<file path="src/rtl/gpio_irq_pkg.sv">
package gpio_irq_pkg;

   typedef enum logic [1:0] {
      VIEW_PUT  = 2'd0,
      VIEW_OR   = 2'd1,
      VIEW_AND  = 2'd2,
      VIEW_NONE = 2'd3
   } view_e;

   typedef enum logic [2:0] {
      IDX_DOUT = 3'd0,
      IDX_OE   = 3'd1,
      IDX_DIN  = 3'd2,
      IDX_SRC  = 3'd3,
      IDX_IEN  = 3'd4,
      IDX_LVL  = 3'd5,
      IDX_POL  = 3'd6,
      IDX_STAT = 3'd7
   } reg_idx_e;

   localparam int REG_COUNT = 8;
   localparam int VIEW_LSB  = 2;
   localparam int IDX_LSB   = 4;
   localparam int MAP_BITS  = 7;
   localparam int MAX_PINS  = 32;

endpackage

</file>
<file path="src/rtl/gpio_alias_reg.sv">
module gpio_alias_reg
   import gpio_irq_pkg::*;
#(
   parameter int W = 32
) (
   input  logic         clk,
   input  logic         rst_n,
   input  logic         wr_en,
   input  view_e        view,
   input  logic [W-1:0] wdata,
   output logic [W-1:0] q
);

   logic [W-1:0] nxt;

   always_comb begin
      case (view)
         VIEW_PUT: nxt = wdata;
         VIEW_OR:  nxt = q | wdata;
         VIEW_AND: nxt = q & ~wdata;
         default:  nxt = q;
      endcase
   end

   always_ff @(posedge clk or negedge rst_n) begin
      if (!rst_n)     q <= '0;
      else if (wr_en) q <= nxt;
   end

endmodule

</file>
<file path="src/rtl/gpio_pin_sync.sv">
module gpio_pin_sync #(
   parameter int W      = 32,
   parameter int STAGES = 2
) (
   input  logic         clk,
   input  logic         rst_n,
   input  logic [W-1:0] d,
   output logic [W-1:0] q
);

   logic [W-1:0] chain [STAGES];

   for (genvar s = 0; s < STAGES; s++) begin : g_stage
      if (s == 0) begin : g_first
         always_ff @(posedge clk or negedge rst_n) begin
            if (!rst_n) chain[s] <= '0;
            else        chain[s] <= d;
         end
      end else begin : g_next
         always_ff @(posedge clk or negedge rst_n) begin
            if (!rst_n) chain[s] <= '0;
            else        chain[s] <= chain[s-1];
         end
      end
   end

   assign q = chain[STAGES-1];

endmodule

</file>
<file path="src/rtl/gpio_irq_detect.sv">
module gpio_irq_detect #(
   parameter int W = 32
) (
   input  logic         clk,
   input  logic         rst_n,
   input  logic [W-1:0] samp,
   input  logic [W-1:0] src_en,
   input  logic [W-1:0] lvl_sel,
   input  logic [W-1:0] pol_sel,
   output logic [W-1:0] hit
);

   logic [W-1:0] prev;

   always_ff @(posedge clk or negedge rst_n) begin
      if (!rst_n) prev <= '0;
      else        prev <= samp;
   end

   for (genvar i = 0; i < W; i++) begin : g_pin
      logic raw;
      always_comb begin
         case ({pol_sel[i], lvl_sel[i]})
            2'd0:    raw = prev[i] & ~samp[i];
            2'd1:    raw = ~samp[i];
            2'd2:    raw = samp[i] & ~prev[i];
            default: raw = samp[i];
         endcase
      end
      assign hit[i] = raw & src_en[i];
   end

endmodule

</file>
<file path="src/rtl/gpio_irq_status.sv">
module gpio_irq_status #(
   parameter int W = 32
) (
   input  logic         clk,
   input  logic         rst_n,
   input  logic [W-1:0] hit,
   input  logic         clr_en,
   input  logic [W-1:0] clr_mask,
   output logic [W-1:0] stat
);

   logic [W-1:0] kill;

   assign kill = clr_en ? clr_mask : '0;

   always_ff @(posedge clk or negedge rst_n) begin
      if (!rst_n) stat <= '0;
      else        stat <= (stat & ~kill) | hit;
   end

endmodule

</file>
<file path="src/rtl/gpio_irq_port.sv">
module gpio_irq_port
   import gpio_irq_pkg::*;
#(
   parameter int PINS        = 32,
   parameter int DATA_W      = 32,
   parameter int ADDR_W      = 8,
   parameter int SYNC_STAGES = 2,
   parameter bit IRQ_REG     = 1'b0
) (
   input  logic              clk,
   input  logic              rst_n,
   input  logic              bus_sel,
   input  logic              bus_we,
   input  logic [ADDR_W-1:0] bus_addr,
   input  logic [DATA_W-1:0] bus_wdata,
   output logic [DATA_W-1:0] bus_rdata,
   input  logic [PINS-1:0]   pin_in,
   output logic [PINS-1:0]   pin_out,
   output logic [PINS-1:0]   pin_oe,
   output logic              irq_out
);

   initial begin
      assert (PINS >= 1 && PINS <= MAX_PINS) else $error("PINS out of range");
      assert (DATA_W >= PINS) else $error("DATA_W narrower than PINS");
      assert (ADDR_W >= MAP_BITS) else $error("ADDR_W too small for map");
      assert (SYNC_STAGES >= 2) else $error("SYNC_STAGES below 2");
   end

   logic              bus_hit;
   logic [2:0]        reg_idx;
   view_e             view;
   logic [PINS-1:0]   wr_bits;
   logic [PINS-1:0]   cfg_q [REG_COUNT];
   logic [PINS-1:0]   din_q;
   logic [PINS-1:0]   stat_q;
   logic [PINS-1:0]   src_q;
   logic [PINS-1:0]   ien_q;
   logic [PINS-1:0]   hit;
   logic [PINS-1:0]   rd_vec;
   logic              stat_clr;
   logic              irq_now;

   assign bus_hit = bus_sel && (bus_addr[1:0] == 2'b00)
                    && ((bus_addr >> MAP_BITS) == '0);
   assign reg_idx = bus_addr[IDX_LSB+2:IDX_LSB];
   assign view    = view_e'(bus_addr[VIEW_LSB+1:VIEW_LSB]);
   assign wr_bits = bus_wdata[PINS-1:0];

   for (genvar i = 0; i < REG_COUNT; i++) begin : g_reg
      if (i != int'(IDX_DIN) && i != int'(IDX_STAT)) begin : g_rw
         logic wr_en;
         assign wr_en = bus_hit && bus_we && (reg_idx == 3'(i))
                        && (view != VIEW_NONE);
         gpio_alias_reg #(.W(PINS)) u_reg (
            .clk   (clk),
            .rst_n (rst_n),
            .wr_en (wr_en),
            .view  (view),
            .wdata (wr_bits),
            .q     (cfg_q[i])
         );
      end else begin : g_ro
         assign cfg_q[i] = '0;
      end
   end

   assign src_q = cfg_q[IDX_SRC];
   assign ien_q = cfg_q[IDX_IEN];

   gpio_pin_sync #(.W(PINS), .STAGES(SYNC_STAGES)) u_sync (
      .clk   (clk),
      .rst_n (rst_n),
      .d     (pin_in),
      .q     (din_q)
   );

   gpio_irq_detect #(.W(PINS)) u_det (
      .clk     (clk),
      .rst_n   (rst_n),
      .samp    (din_q),
      .src_en  (src_q),
      .lvl_sel (cfg_q[IDX_LVL]),
      .pol_sel (cfg_q[IDX_POL]),
      .hit     (hit)
   );

   assign stat_clr = bus_hit && bus_we && (reg_idx == IDX_STAT)
                     && (view == VIEW_AND);

   gpio_irq_status #(.W(PINS)) u_stat (
      .clk      (clk),
      .rst_n    (rst_n),
      .hit      (hit),
      .clr_en   (stat_clr),
      .clr_mask (wr_bits),
      .stat     (stat_q)
   );

   always_comb begin
      case (reg_idx)
         IDX_DIN:  rd_vec = din_q;
         IDX_STAT: rd_vec = stat_q;
         default:  rd_vec = cfg_q[reg_idx];
      endcase
      bus_rdata = '0;
      if (bus_hit) bus_rdata[PINS-1:0] = rd_vec;
   end

   assign pin_out = cfg_q[IDX_DOUT];
   assign pin_oe  = cfg_q[IDX_OE];
   assign irq_now = |(stat_q & ien_q);

   if (IRQ_REG) begin : g_irq_ff
      always_ff @(posedge clk or negedge rst_n) begin
         if (!rst_n) irq_out <= 1'b0;
         else        irq_out <= irq_now;
      end
   end else begin : g_irq_comb
      assign irq_out = irq_now;
   end

endmodule

</file>
<file path="config.mk">
export PLATFORM = sky130hd
export DESIGN_NAME = gpio_irq_port
export DESIGN_NICKNAME = d
export VERILOG_FILES = /design/src/rtl/gpio_irq_pkg.sv /design/src/rtl/gpio_alias_reg.sv /design/src/rtl/gpio_pin_sync.sv /design/src/rtl/gpio_irq_detect.sv /design/src/rtl/gpio_irq_status.sv /design/src/rtl/gpio_irq_port.sv
export SDC_FILE = /design/constraint.sdc
export NUM_CORES = 1
export LEC_CHECK = 0
export CAP_MARGIN = 25
export CORE_AREA = 2 2 226 228
export CTS_BUF_LIST = sky130_fd_sc_hd__clkbuf_8
export DETAILED_ROUTE_END_ITERATION = 8
export DIE_AREA = 0 0 228 230
export GPL_ROUTABILITY_DRIVEN = 1
export RECOVER_POWER = 25
export REMOVE_ABC_BUFFERS = 1
export SETUP_SLACK_MARGIN = 0.4
export SLEW_MARGIN = 5
export SYNTH_ARGS = -nofsm -noshare
export SYNTH_HDL_FRONTEND = slang
export SYNTH_SLANG_ARGS = --single-unit
</file>
<file path="constraint.sdc">
create_clock -name clk -period 2.4 [get_ports clk]
set_clock_uncertainty 0.2 [all_clocks]
set_input_delay 0.24 -clock clk [delete_from_list [all_inputs] [get_ports clk]]
set_output_delay 0.24 -clock clk [all_outputs]
set_load 0.1 [all_outputs]
</file>
# Word level (Yosys, flattened, before mapping)
# Cells that the tools add are included.
[totals]
register_bits = 320
input_bits = 76
output_inout_bits = 97
[classes]
order_cmp = 1
n_eq_ne = 74
muxes = 44
n_bitwise = 178
reduce_logical = 61
[ops]
columns = ["cell", "n"]
rows = [
  ["32-bit case mux with 3 select lines", 6],
  ["32-bit AND", 8],
  ["32-bit bitwise OR", 7],
  ["32-bit 2-to-1 mux", 4],
  ["1-bit AND", 96],
  ["32-bit binary-select mux with 3-bit select", 1],
  ["1-bit case mux with 3 select lines", 32],
  ["2-bit logical NOT", 34],
  ["2-bit by 1-bit == test with 1-bit output (second input constant)", 33],
  ["2-bit == test (second input constant)", 33],
  ["1-bit NOT", 64],
  ["32-bit NOT", 2],
  ["32-bit case mux with 2 select lines", 1],
  ["32-bit OR reduction", 1],
  ["1-bit logical AND", 17],
  ["3-bit == test (second input constant)", 4],
  ["2-bit AND reduction", 6],
  ["8-bit logical NOT", 1],
  ["3-bit by 2-bit == test with 1-bit output (second input constant)", 2],
  ["4-bit greater-or-equal comparator (second input constant)", 1],
  ["3-bit NOT with 4-bit output", 1],
  ["3-bit by 1-bit == test with 1-bit output (second input constant)", 1],
  ["3-bit logical NOT", 1],
  ["3-bit nonzero test", 1],
  ["2-bit inequality test (second input constant)", 1],
]

# Logic depth before layout (Yosys ltp)
[logic_depth]
depth_word = 10
depth_mapped = 8
mapped_depth_nobuf = 6

# Cells and area by module
# From an unflattened synthesis, not the netlist that was laid out.
[hier_totals]
cells_unflattened = 1870
area_unflattened_um2 = 18860.6
[by_module_without_submodules]
columns = ["module", "n_inst", "cells_per_inst", "area_each_um2", "seq_area_each_um2"]
rows = [
  ["gpio_alias_reg", 6, 186, 1924.3, 800.8],
  ["gpio_irq_port", 1, 369, 2596.2, 0.0],
  ["gpio_pin_sync", 1, 96, 1841.8, 1601.5],
  ["gpio_irq_detect", 1, 190, 1681.6, 800.8],
  ["gpio_irq_status", 1, 99, 1194.9, 800.8],
]

# Least setup slack after synthesis
# No wires, ideal clock.
[synth_timing]
path_type = "input to output"
startpoint = "input bus_addr[4]"
endpoint = "output bus_rdata[11]"
t_arrival_ns = 3.679
required_time_ns = 1.960
path_slack_ns = -1.719
stages = 7
path_buffers = 3
path_cell_list = "clkbuf_1 buf_2 nor2b_1 clkbuf_1 o2bb2ai_1 nand2_1 a211oi_1"
[synth_between]
elab_chain_cells = 6
elab_cells_between_ends = 8
[synth_lines]
columns = ["element", "line", "rtl"]
rows = [
  ["start: declaration", "gpio_irq_port.sv:14", "input logic [ADDR_W-1:0] bus_addr,"],
  ["3-bit NOT with 4-bit output (implied by the code)", "gpio_irq_port.sv:104", "default: rd_vec = cfg_q[reg_idx];"],
  ["32-bit binary-select mux with 3-bit select", "gpio_irq_port.sv:104", ""],
  ["32-bit 2-to-1 mux (implied by the code) (2 in a row)", "gpio_irq_port.sv:104", ""],
  ["32-bit case mux with 2 select lines (*)", "gpio_irq_port.sv:101", "case (reg_idx)"],
  ["32-bit 2-to-1 mux (*)", "gpio_irq_port.sv:107", "if (bus_hit) bus_rdata[PINS-1:0] = rd_vec;"],
  ["end: declaration", "gpio_irq_port.sv:16", "output logic [DATA_W-1:0] bus_rdata,"],
]
# Mark *: on every way between the ends. The rest lies on a longest branch, timed or not. The select of a mux whose other input is x is not followed.

# Worst setup path after layout
[layout_timing]
startpoint = "register u_stat.stat[16]"
endpoint = "output irq_out"
[layout_between]
elab_chain_cells = 2
[layout_lines]
columns = ["element", "line", "rtl"]
rows = [
  ["start: declaration", "gpio_irq_status.sv:9", "output logic [W-1:0] stat"],
  ["start signal: assignment", "gpio_irq_status.sv:18", "else stat <= (stat & ~kill) | hit;"],
  ["32-bit AND", "gpio_irq_port.sv:112", "assign irq_now = |(stat_q & ien_q);"],
  ["32-bit OR reduction", "gpio_irq_port.sv:112", ""],
  ["end: declaration", "gpio_irq_port.sv:20", "output logic irq_out"],
]
# No other way between the ends.

==> results_dict.tcl <==
set metrics [dict create \
    fp.dieH_um 230 \
    stdcell_count 2471 \
    fin_nets 1837 \
    placedCellCount 2231 \
    drt_iter0_drc 1019 \
    ys_types 42 \
    worst_path_largest_cell_delay_ns 0.52 \
    cap_violations 0 \
    ir_worst_vdd_mv 0.3396 \
    slew_viol_final 0 \
    rsz0062_at_grt "yes" \
    relSlewSlack_pct 33.58 \
    routedWlPerCell_um 20.85 \
    startpoint_type "flop" \
    cts_tree "done" \
    dieArea_um2 52440 \
    grt_max_degree 63 \
    start_util_pct 29.74 \
    grt_pass1_wl_mm 76.67 \
    routed_via_density 5.232 \
    worst_slew_pin_slew_ns 0.9963 \
    synth_area_um2 14830 \
    grt_usage_pct 18.84 \
    status "complete, but fails checks" \
    htree_levels 2 \
    syn_to_final_growth_pct 40.28 \
    path_clk_slew_ns 0.06 \
    worstSetupEndpointType "primary output" \
    combPwrFrac_pct 18.5 \
    cp_data_arrival_time_ns 2.26 \
    synthCells 1401 \
    power_density_nw_per_um2 643.2 \
    fin_ws_ns -0.3023 \
    antenna_found_initial 7 \
    clkPwrFrac_pct 37.2 \
    fin_util_pct 41.72 \
    top_level_ports 173 \
    hold_class "in -> reg" \
    port_buffers 172 \
    overflow 0 \
    fin_crit_ns 2.702 \
    setup_viol 11 \
    clock.fmax_ghz 0.3701 \
    root_buffer "clkbuf_8" \
    cp_top_family "simple AND/OR/NAND/NOR gates" \
    clk_path_buf_depth 3 \
    num_rows 82 \
    period_share_pct 112.6 \
    clkSinkCount 320 \
    seq_area_frac_synth_pct 53.99 \
    critPathBufInv 1 \
    drive_gt1_share_pct 29.01 \
    cts-buffers-inserted 55 \
    cp.required_ns 1.96 \
    wl_mm 51.53 \
    slowest_stage "or4_4" \
    violations "negative setup slack" \
    swShare_pct 30.21 \
    grt_pass1_vias 12930 \
    die_w_um 228 \
    place.gp.congestion 0.8544 \
    syn_area_per_cell_um2 10.59 \
    ys_warn_count 0 \
    ant_nets 0 \
    hold_viol_final 0 \
    p_seq_share_pct 44.2 \
    clk_latency_ns 0.63 \
    p_switching_uw 4042 \
    first_pass_iters 5 \
    internal_power_uw 9339 \
    drc_errors 0 \
    crit_type "reg -> out" \
    core_area_um2 49860 \
    dp_hpwl_mm 34.09 \
    ys_ff_latch 320 \
    num_vias 12930 \
    worstPathCellList "a22oi_2 > nand4_1 > or4_4 > buf_12" \
    rrSetupSlack_ns 1.11 \
    p_leak_uw 0.009250 \
    crit_fanout 3 \
]
-- tightest hold or removal path, delay by kind of cell --
family	cells	cell delay (ns)
AOI/OAI and AO/OA	1	0.09
buffers and inverters	2	0.52
and+or+nand+nor	1	0.07
-- placed cells by master (no fill, tap or decap), types with 15 or more instances in the layout --
master           instances
xor2_1                  30
dfrtp_1                315
a211oi_2                15
o22ai_1                 28
dlygate4sd3_1           66
a21o_1                  32
clkbuf_8                71
o2bb2ai_1               25
nand2_1                 48
buf_4                  269
inv_1                   53
a21oi_1                385
clkdlybuf4s50_1         35
xnor2_1                 30
o211ai_1                30
mux2i_1                 36
o21ai_0                 31
nand2b_1                19
buf_12                  64
nor2_1                  17
a211oi_1                33
-- layout make-up --
cell class / instances / area [um^2]
fill: 4826 / 29060
sequential: 320 / 8014
multi-input combinational: 887 / 6163
timing repair buffer: 459 / 4544
clock buffer: 71 / 977.2
tap: 672 / 840.8
clock inverter: 25 / 128.9
inverter: 34 / 127.6
antenna: 3 / 7.507
-- path summary, 6_finish.rpt --
check | startpoint | end | depth (start not counted)
min in group asynchronous | rst_n | u_sync.chain[51] | 3
hold reg to reg | u_sync.chain[48] | u_sync.q[16] | 0
max in group asynchronous | rst_n | u_sync.chain[36] | 4
setup reg to reg | u_sync.q[9] | u_stat.stat[9] | 4
hold / removal | bus_wdata[14] | u_stat.stat[14] | 4
setup / recovery | u_stat.stat[16] | irq_out | 4
-- synthesized netlist by cell type --
| library cell | n | area [um^2] |
|---|---|---|
| and2_1 | 1 | 6.260 |
| nand4_1 | 8 | 50.05 |
| nand2_1 | 49 | 183.9 |
| mux4_2 | 12 | 270.3 |
| o22a_1 | 12 | 105.1 |
| nor2b_1 | 1 | 6.260 |
| o31ai_1 | 2 | 15.01 |
| nor3b_1 | 1 | 7.510 |
| o21ai_0 | 31 | 155.2 |
| nand3_1 | 3 | 15.01 |
| a22o_1 | 2 | 17.52 |
| dfrtp_1 | 320 | 8008 |
| a22oi_1 | 16 | 120.1 |
| inv_1 | 34 | 127.6 |
| o22ai_1 | 29 | 181.4 |
| buf_1 | 5 | 18.77 |
| or3_1 | 2 | 12.51 |
| a21o_1 | 32 | 240.2 |
| or4b_1 | 1 | 10.01 |
| nor3_1 | 2 | 10.01 |
| a211oi_1 | 53 | 397.9 |
| or4_1 | 1 | 7.510 |
| o211ai_1 | 30 | 225.2 |
| mux2i_1 | 37 | 370.4 |
| o2bb2ai_1 | 25 | 219.0 |
| ha_1 | 4 | 50.05 |
| a2bb2oi_1 | 1 | 8.760 |
| xnor2_1 | 30 | 262.8 |
| buf_2 | 15 | 75.07 |
| nand2b_1 | 19 | 118.9 |
| mux2_2 | 5 | 56.30 |
| or2_2 | 4 | 25.02 |
| o221ai_1 | 12 | 105.1 |
| xor2_1 | 30 | 262.8 |
| a221o_1 | 8 | 80.08 |
| clkbuf_1 | 66 | 247.7 |
| a21oi_1 | 390 | 1952 |
| nor4_4 | 6 | 127.6 |
| a31oi_1 | 5 | 31.28 |
| a32oi_1 | 1 | 8.760 |
| buf_4 | 74 | 555.5 |
| nor2_1 | 22 | 82.58 |
-- registers in the layout, summed over array words and instances (netlist names) --
register / cells
u_sync.q: 32
u_stat.stat: 32
u_det.prev: 32
u_sync.chain: 32
g.g_rw.u_reg.q: 192
-- layer usage --
| metal | global-route usage, % | routed length (um) | up-vias |
|---|---|---|---|
| li1 | - | - | 5819 |
| met1 | 24.72 | 21470 | 6429 |
| met2 | 28.78 | 23280 | 553 |
| met3 | 5.630 | 4807 | 119 |
| met4 | 8.313 | 1927 | 8 |
| met5 | 0 | 41 | - |
-- per-stage QoR --
step                setup slack, ns  hold WS, ns  TNS, ns  cell area [um^2]  power, uW
floorplan                    -1.807      -0.2556  -300.21             13930       7224
global placement            -0.6787      0.04100   -91.90             18190       8217
detailed placement          -0.6564      0.05119   -98.86             18190       8251
CTS                         -0.3404       0.1057   -1.573             20490      13480
global route                -0.3680       0.1504   -3.820             20800      13930
finish                      -0.3023       0.1358   -1.088             20800      13380
-- timing repair --
action | 4_1_cts | 5_1_grt
gates cloned | 1 | 3
gates resized for setup | 76 | 20
setup buffers | 66 | 37
hold buffers | 34 | 0
pin swaps | 43 | 35
endpoints found under the hold margin | 352 | 0
endpoints found under the setup margin | 254 | 80
-- kinds of logic after synthesis --
logic type                 Yosys count  share of synthesized area, %
adders and majority gates            4                        0.3375
and+or+nand+nor                    120                         4.471
DFF                                320                         53.99
muxes                               54                         4.699
xor gates and xnor gates            60                         3.543
AOI/OAI and AO/OA                  649                         26.04
buffers and inverters              194                         6.910
-- power by group through the flow --
stage,sequential (uW),combinational (uW),clock [uW]
after floorplan,6390,834,0
after global placement,6020,2190,0
after detailed placement,6030,2220,0
after CTS,5920,2450,5110
after global routing,5950,2650,5330
final,5920,2480,4980
Note: power is estimated with default switching activity, not from simulation.
